$ cat config.mk
export PLATFORM = sky130hd
export DESIGN_NAME = dram_strobe_dec
export DESIGN_NICKNAME = d
export VERILOG_FILES = /design/src/rtl/dram_sd_pkg.sv /design/src/rtl/dram_sd_fsm.sv /design/src/rtl/dram_sd_lane.sv /design/src/rtl/dram_sd_array.sv /design/src/rtl/dram_strobe_dec.sv
export SDC_FILE = /design/constraint.sdc
export NUM_CORES = 1
export LEC_CHECK = 0
export ABC_AREA = 1
export CAP_MARGIN = 20
export CORE_AREA = 2 2 410 412
export DETAILED_ROUTE_END_ITERATION = 10
export DIE_AREA = 0 0 412 414
export DONT_BUFFER_PORTS = 1
export MAX_ROUTING_LAYER = met4
export PLACE_DENSITY = 0.4
export SLEW_MARGIN = 15
export SYNTH_ARGS = -nofsm -noshare
export SYNTH_HDL_FRONTEND = slang
export SYNTH_SLANG_ARGS = --single-unit
export TNS_END_PERCENT = 10
$ cat constraint.sdc
create_clock -name clk_i -period 6.4 [get_ports clk_i]
set_clock_uncertainty 0.15 [all_clocks]
set_input_delay 0.96 -clock clk_i [delete_from_list [all_inputs] [get_ports clk_i]]
set_output_delay 0.96 -clock clk_i [all_outputs]
set_load 0.01 [all_outputs]
$ cat src/rtl/dram_sd_pkg.sv
package dram_sd_pkg;
  localparam int LANES = 2;

  typedef enum logic [2:0] {
    CYC_IDLE = 3'd0,
    CYC_ROW  = 3'd1,
    CYC_READ = 3'd2,
    CYC_EWR  = 3'd3,
    CYC_LWR  = 3'd4,
    CYC_REF  = 3'd5
  } cyc_e;
endpackage

$ cat src/rtl/dram_sd_fsm.sv
module dram_sd_fsm
  import dram_sd_pkg::*;
#(
  parameter int ADDR_W = 12,
  parameter int AR_W   = 3,
  parameter int AC_W   = 3
) (
  input  logic              clk_i,
  input  logic              rst_ni,
  input  logic              ras_n_i,
  input  logic              cas_n_i,   // merged: low while either byte strobe low
  input  logic              we_n_i,
  input  logic [ADDR_W-1:0] addr_i,
  output cyc_e              cyc_o,
  output logic [AR_W-1:0]   row_o,
  output logic [AC_W-1:0]   col_o,
  output logic              access_o,
  output logic              rd_load_o,
  output logic              wr_seen_o,
  output logic [ADDR_W-1:0] ref_row_o
);
  cyc_e              state_q;
  logic              ras_q, cas_q, we_q, wr_seen_q;
  logic [AR_W-1:0]   row_q;
  logic [AC_W-1:0]   col_q;
  logic [ADDR_W-1:0] ref_q;
  logic              ras_fall, ras_rise, cas_fall, cas_rise, we_fall, access_q;

  always_comb begin
    ras_fall = ras_q & ~ras_n_i;
    ras_rise = ~ras_q & ras_n_i;
    cas_fall = cas_q & ~cas_n_i;
    cas_rise = ~cas_q & cas_n_i;
    we_fall  = we_q & ~we_n_i;
    access_q = (state_q == CYC_ROW) || (state_q == CYC_READ) ||
               (state_q == CYC_EWR) || (state_q == CYC_LWR);
  end

  // column taken from the pins on the same edge that latches it
  assign col_o     = (access_q && cas_fall) ? addr_i[AC_W-1:0] : col_q;
  assign row_o     = row_q;
  assign access_o  = access_q;
  assign rd_load_o = access_q & ~ras_rise & cas_fall & we_n_i;
  assign wr_seen_o = wr_seen_q;
  assign cyc_o     = state_q;
  assign ref_row_o = ref_q;

  always_ff @(posedge clk_i or negedge rst_ni) begin
    if (!rst_ni) begin
      state_q   <= CYC_IDLE;
      ras_q     <= 1'b1;
      cas_q     <= 1'b1;
      we_q      <= 1'b1;
      wr_seen_q <= 1'b0;
      row_q     <= '0;
      col_q     <= '0;
      ref_q     <= '0;
    end else begin
      ras_q <= ras_n_i;
      cas_q <= cas_n_i;
      we_q  <= we_n_i;
      if (ras_rise) begin
        state_q <= CYC_IDLE;
      end else if (ras_fall) begin
        if (!cas_n_i) begin
          state_q <= CYC_REF;
          ref_q   <= ref_q + 1'b1;
        end else begin
          state_q <= CYC_ROW;
          row_q   <= addr_i[AR_W-1:0];
        end
      end else if (access_q) begin
        if (cas_fall) begin
          col_q     <= addr_i[AC_W-1:0];
          state_q   <= we_n_i ? CYC_READ : CYC_EWR;
          wr_seen_q <= ~we_n_i;
        end else if (cas_rise) begin
          state_q   <= CYC_ROW;
          wr_seen_q <= 1'b0;
        end else if (!cas_n_i && we_fall && state_q == CYC_READ) begin
          state_q   <= CYC_LWR;
          wr_seen_q <= 1'b1;
        end
      end
    end
  end
endmodule

$ cat src/rtl/dram_sd_lane.sv
module dram_sd_lane #(
  parameter int LANE_W = 8
) (
  input  logic              clk_i,
  input  logic              rst_ni,
  input  logic              strb_n_i,
  input  logic              we_n_i,
  input  logic              oe_n_i,
  input  logic              access_i,
  input  logic              rd_load_i,
  input  logic              wr_seen_i,
  input  logic [LANE_W-1:0] rd_byte_i,
  output logic              wr_o,
  output logic              drv_o,
  output logic [LANE_W-1:0] dq_o
);
  logic              strb_q, oe_q, valid_q, wr_act_q, wr_act;
  logic [LANE_W-1:0] data_q;

  // byte write fires on the later of lane strobe fall and write enable fall
  assign wr_act = access_i & ~strb_n_i & ~we_n_i;
  assign wr_o   = wr_act & ~wr_act_q;
  assign drv_o  = valid_q & ~strb_q & ~oe_q & ~wr_seen_i;
  assign dq_o   = drv_o ? data_q : '0;

  always_ff @(posedge clk_i or negedge rst_ni) begin
    if (!rst_ni) begin
      strb_q   <= 1'b1;
      oe_q     <= 1'b1;
      valid_q  <= 1'b0;
      wr_act_q <= 1'b0;
      data_q   <= '0;
    end else begin
      strb_q   <= strb_n_i;
      oe_q     <= oe_n_i;
      wr_act_q <= wr_act;
      if (rd_load_i) begin
        valid_q <= 1'b1;
        data_q  <= rd_byte_i;
      end else if (!strb_q && strb_n_i) begin
        valid_q <= 1'b0;
      end
    end
  end
endmodule

$ cat src/rtl/dram_sd_array.sv
module dram_sd_array #(
  parameter int IDX_W  = 6,
  parameter int LANE_W = 8,
  parameter int LANES  = 2
) (
  input  logic                    clk_i,
  input  logic [LANES-1:0]        wr_i,
  input  logic [IDX_W-1:0]        idx_i,
  input  logic [LANES*LANE_W-1:0] wdata_i,
  output logic [LANES*LANE_W-1:0] rdata_o
);
  localparam int DEPTH = 1 << IDX_W;
  logic [LANES*LANE_W-1:0] mem_q [DEPTH];

  assign rdata_o = mem_q[idx_i];

  for (genvar l = 0; l < LANES; l++) begin : g_lane
    always_ff @(posedge clk_i) begin
      if (wr_i[l]) mem_q[idx_i][l*LANE_W +: LANE_W] <= wdata_i[l*LANE_W +: LANE_W];
    end
  end
endmodule

$ cat src/rtl/dram_strobe_dec.sv
module dram_strobe_dec
  import dram_sd_pkg::*;
#(
  parameter int ADDR_W = 12,
  parameter int LANE_W = 8,
  parameter int AR_W   = 3,
  parameter int AC_W   = 3
) (
  input  logic                    clk_i,
  input  logic                    rst_ni,
  input  logic                    ras_n_i,
  input  logic                    casl_n_i,
  input  logic                    cash_n_i,
  input  logic                    we_n_i,
  input  logic                    oe_n_i,
  input  logic [ADDR_W-1:0]       addr_i,
  input  logic [LANES*LANE_W-1:0] dq_i,
  output logic [LANES*LANE_W-1:0] dq_o,
  output logic [LANES-1:0]        dq_oe_o,
  output logic [2:0]              cyc_o,
  output logic [ADDR_W-1:0]       ref_row_o
);
  localparam int IDX_W = AR_W + AC_W;
  localparam int DQ_W  = LANES * LANE_W;

  cyc_e            cyc;
  logic [AR_W-1:0] row;
  logic [AC_W-1:0] col;
  logic            access, rd_load, wr_seen;
  logic [LANES-1:0] strb_n, wr;
  logic [DQ_W-1:0] rdata;

  assign strb_n = {cash_n_i, casl_n_i};
  assign cyc_o  = cyc;

  dram_sd_fsm #(.ADDR_W(ADDR_W), .AR_W(AR_W), .AC_W(AC_W)) u_fsm (
    .clk_i    (clk_i),
    .rst_ni   (rst_ni),
    .ras_n_i  (ras_n_i),
    .cas_n_i  (casl_n_i & cash_n_i),
    .we_n_i   (we_n_i),
    .addr_i   (addr_i),
    .cyc_o    (cyc),
    .row_o    (row),
    .col_o    (col),
    .access_o (access),
    .rd_load_o(rd_load),
    .wr_seen_o(wr_seen),
    .ref_row_o(ref_row_o)
  );

  dram_sd_array #(.IDX_W(IDX_W), .LANE_W(LANE_W), .LANES(LANES)) u_arr (
    .clk_i  (clk_i),
    .wr_i   (wr),
    .idx_i  ({row, col}),
    .wdata_i(dq_i),
    .rdata_o(rdata)
  );

  for (genvar l = 0; l < LANES; l++) begin : g_lane
    dram_sd_lane #(.LANE_W(LANE_W)) u_lane (
      .clk_i    (clk_i),
      .rst_ni   (rst_ni),
      .strb_n_i (strb_n[l]),
      .we_n_i   (we_n_i),
      .oe_n_i   (oe_n_i),
      .access_i (access),
      .rd_load_i(rd_load),
      .wr_seen_i(wr_seen),
      .rd_byte_i(rdata[l*LANE_W +: LANE_W]),
      .wr_o     (wr[l]),
      .drv_o    (dq_oe_o[l]),
      .dq_o     (dq_o[l*LANE_W +: LANE_W])
    );
  end
endmodule

==> impl_metrics.yaml <==
run_status:
  run_status: "completed"
power:
  ir_drop_mv: 0.363
  p_per_area_nw_per_um2: 380
  p_leak_uw: 0.0219
timing:
  slew_violations: 0
  relSlewSlack_pct: 28.7
  tightest_slew_ns: 1.06
  rsz0062_at_grt: "no"
  period_share_pct: 65.9
  finalCriticalPeriod_ns: 4.22
  finalSetupTns_ns: 0
  fmax_mhz: 237
  final_hold_viol_count: 0
  finalSetupViolCount: 0
  setup_ws_ns: 2.18
drt:
  via_count: 28654
  wl_per_cell_um: 19.3
  highest_layer: "met4"
  wl_met3_um: 7180
  initialDrtViolationCount: 1803
  wl_met2_um: 58300
  via_per_inst: 4.25
  drcViolationCount: 0
  first_pass_iters: 5
  postRouteAntennaNets: 0
  wl_met1_um: 62300
  wirelength_um: 130000
setup_path:
  worstSetupStartpoint: "u_fsm.cyc_o[0]"
  rr_worst_depth: 10
  r2r_end: "u_arr.mem_q[22][6]"
  critical_path.startpoint_type: "register"
  cp.arrival_ns: 4.53
  worstPathRequired_ns: 6.71
  r2r-start: "u_fsm.cyc_o[0]"
  worstSetupEndpointType: "register"
  endpoint: "u_arr.mem_q[22][6]"
  critical_path_class: "reg2reg"
  cp_max_fo: 94
  r2r_slack_ns: 2.18
global_routing:
  overflow: 0
  grt_pass1_vias: 27756
  track_usage_pct: 15.7
  antenna_found_initial: 2
  grt_first_pass_wirelength_um: 191000
  grt_max_degree: 129
cells_and_area:
  fillers: 17000
  finalNonFillerCells: 6742
  drive_gt1_share_pct: 8.40
  syn2layout_area_growth_pct: 14.7
  num-nets-final: 4487
  final_area_um2: 53200
placed_design:
  pre_cts_ws_ns: 1.65
  place.gp.congestion: 0.812
  dp_hpwl_um: 76400
  post-place-cells: 6521
  postPlaceCellArea_um2: 49400
  io_buffers: 0
cts:
  cts-buffers-inserted: 119
  cts.repair.resized: 0
  cts_setup_buffers: 0
  worst_skew_pair.late_latency_ns: 0.75
  cts_tree: "done"
  cts_root_buffer: "clkbuf_16"
  cts.reportedPaths.clkPinSlew_ns: 0.06
  clockBufferDepth: 3
  postCtsHoldBufs: 5
  h-tree-depth: 3
  cts_sinks: 1072
yosys:
  ys_seq_area_share_pct: 69.0
  synth_top_cell_by_area: "edfxtp_1"
  synth_area_leaders: "edfxtp_1, nand2_1, inv_1"
  syn_area_um2: 46300
  synth_cells: 4357
  synth_fp_nets: 4398
  yosysTopAreaCellShare_pct: 66.3
  yosysWarnings: 0
  ys_types: 31
  syn_avg_cell_area_um2: 10.6
  ys_seq_elements: 1072
job:
  maxCapViolCount: 0
floorplan:
  fp-row-count: 150
  io_pins: 68
  fp.dieW_um: 412
  die_area_um2: 171000
  core-area_um2: 166000
  initial_core_util_pct: 27.9
  die_h_um: 414
min_path:
  hold_depth: 0
  hp-class: "in2reg"
  hold_start: "ras_n_i"
-- critical path, stage by stage, from the launching register on --
cell and delay [ns]:
dfrtp_1 0.47, o21ai_1 0.15, nand2_1 0.28, nand2_2 0.25, nand2_1 0.16, nand2_8 0.55, nand2_1 0.56, buf_4 0.39
buf_4 0.16, nor3_1 0.47, buf_4 0.27
-- report_power, final --
part	total, uW	switching (uW)	internal, uW
Sequential	7910	83.9	7830
Combinational	5850	4410	1440
Clock	6460	2850	3610
Total	20200	7340	12900
-- stage by stage --
| stage | hold slack [ns] | power (uW) | util [%] |
|---|---|---|---|
| 6_report | 0.0705 | 20200 | 32.0 |
| 3_5_place_dp | 0.355 | 14000 | 29.7 |
| 4_1_cts | 0.00154 | 20600 | 31.9 |
| 3_3_place_gp | 0.345 | 14000 | 29.7 |
| 5_1_grt | 0.0297 | 21400 | 32.0 |
| 2_1_floorplan | 0.321 | 11900 | - |
-- area by class of cell --
type / count / area [um2] / area share (%)
timing repair buffer: 181 / 1490 / 2.80
clock inverter: 73 / 524 / 0.986
antenna: 2 / 5.00 / 0.00941
inverter: 909 / 3410 / 6.42
sequential: 1072 / 32000 / 60.1
multi-input combinational: 2163 / 9930 / 18.7
tap: 2204 / 2760 / 5.19
clock buffer: 138 / 3080 / 5.79
-- kinds of logic after synthesis --
logic type                 after synthesis  share of synthesized area [%]
and+or+nand+nor                       1867                           16.6
buffers and inverters                 1122                           9.98
DFF                                   1072                           69.0
AOI/OAI and AO/OA                      279                           4.06
xor gates and xnor gates                11                          0.208
adders and majority gates                6                          0.162
-- flip-flops by register name, indices dropped and copies added (netlist names) --
name,count
u_fsm.ref_row_o,12
u_fsm.row_o,3
g_lane.u_lane.strb_q,2
u_fsm.cyc_o,3
g_lane.u_lane.wr_act_q,2
g_lane.u_lane.oe_q,1
u_arr.mem_q,1024
u_fsm.cas_q,1
g_lane.u_lane.valid_q,2
u_fsm.ras_q,1
u_fsm.we_q,1
g_lane.u_lane.data_q,16
u_fsm.col_q,3
u_fsm.wr_seen_o,1
-- cell usage after synthesis --
| library cell | instances |
|---|---|
| a211oi_1 | 2 |
| a21oi_1 | 4 |
| a31oi_1 | 2 |
| buf_2 | 116 |
| buf_4 | 61 |
| buf_6 | 5 |
| clkbuf_1 | 31 |
| clkinv_1 | 2 |
| dfrtp_1 | 42 |
| dfstp_2 | 6 |
| edfxtp_1 | 1024 |
| ha_1 | 6 |
| inv_1 | 907 |
| nand2_1 | 1190 |
| nand2_2 | 2 |
| nand2_4 | 1 |
| nand3_1 | 351 |
| nand3_2 | 2 |
| nand4_1 | 18 |
| nor2_1 | 156 |
| nor2_2 | 4 |
| nor3_1 | 140 |
| nor3_2 | 1 |
| nor4_1 | 2 |
| o211ai_1 | 188 |
| o21ai_0 | 22 |
| o21ai_1 | 59 |
| o31ai_1 | 1 |
| o41ai_1 | 1 |
| xnor2_1 | 3 |
| xor2_1 | 8 |
-- worst min-delay path by stage --
stage          slack (ns)                       end
2_1_floorplan        0.32  g_lane[0].u_lane.valid_q
3_3_place_gp         0.34  g_lane[0].u_lane.valid_q
3_5_place_dp         0.36  g_lane[0].u_lane.valid_q
4_1_cts             0.002                u_fsm.we_q
5_1_grt              0.03                u_fsm.we_q
6_report             0.07               u_fsm.ras_q
-- routing by layer --
| layer | vias up | global-route usage (%) |
|---|---|---|
| li1 | 14366 | - |
| met1 | 13640 | 21.8 |
| met2 | 503 | 23.5 |
| met3 | 145 | 3.05 |
| met4 | 0 | 4.03 |
| met5 | - | - |
-- layout by cell type (no fill, tap or decap), drive strengths merged --
master / instances
dfstp: 6
xnor2: 3
nand3: 353
o211ai: 188
nand2: 1193
o41ai: 1
bufinv: 5
xor2: 8
clkinv: 62
nor4: 2
clkinvlp: 4
o31ai: 1
clkbuf: 138
nand4: 18
ha: 6
buf: 177
o21ai: 81
nor2: 160
a31oi: 2
dfrtp: 42
diode: 2
inv: 911
a21oi: 4
dlygate4sd3: 4
edfxtp: 1024
nor3: 141
a211oi: 2
Note: power is estimated with default switching activity, not from simulation.
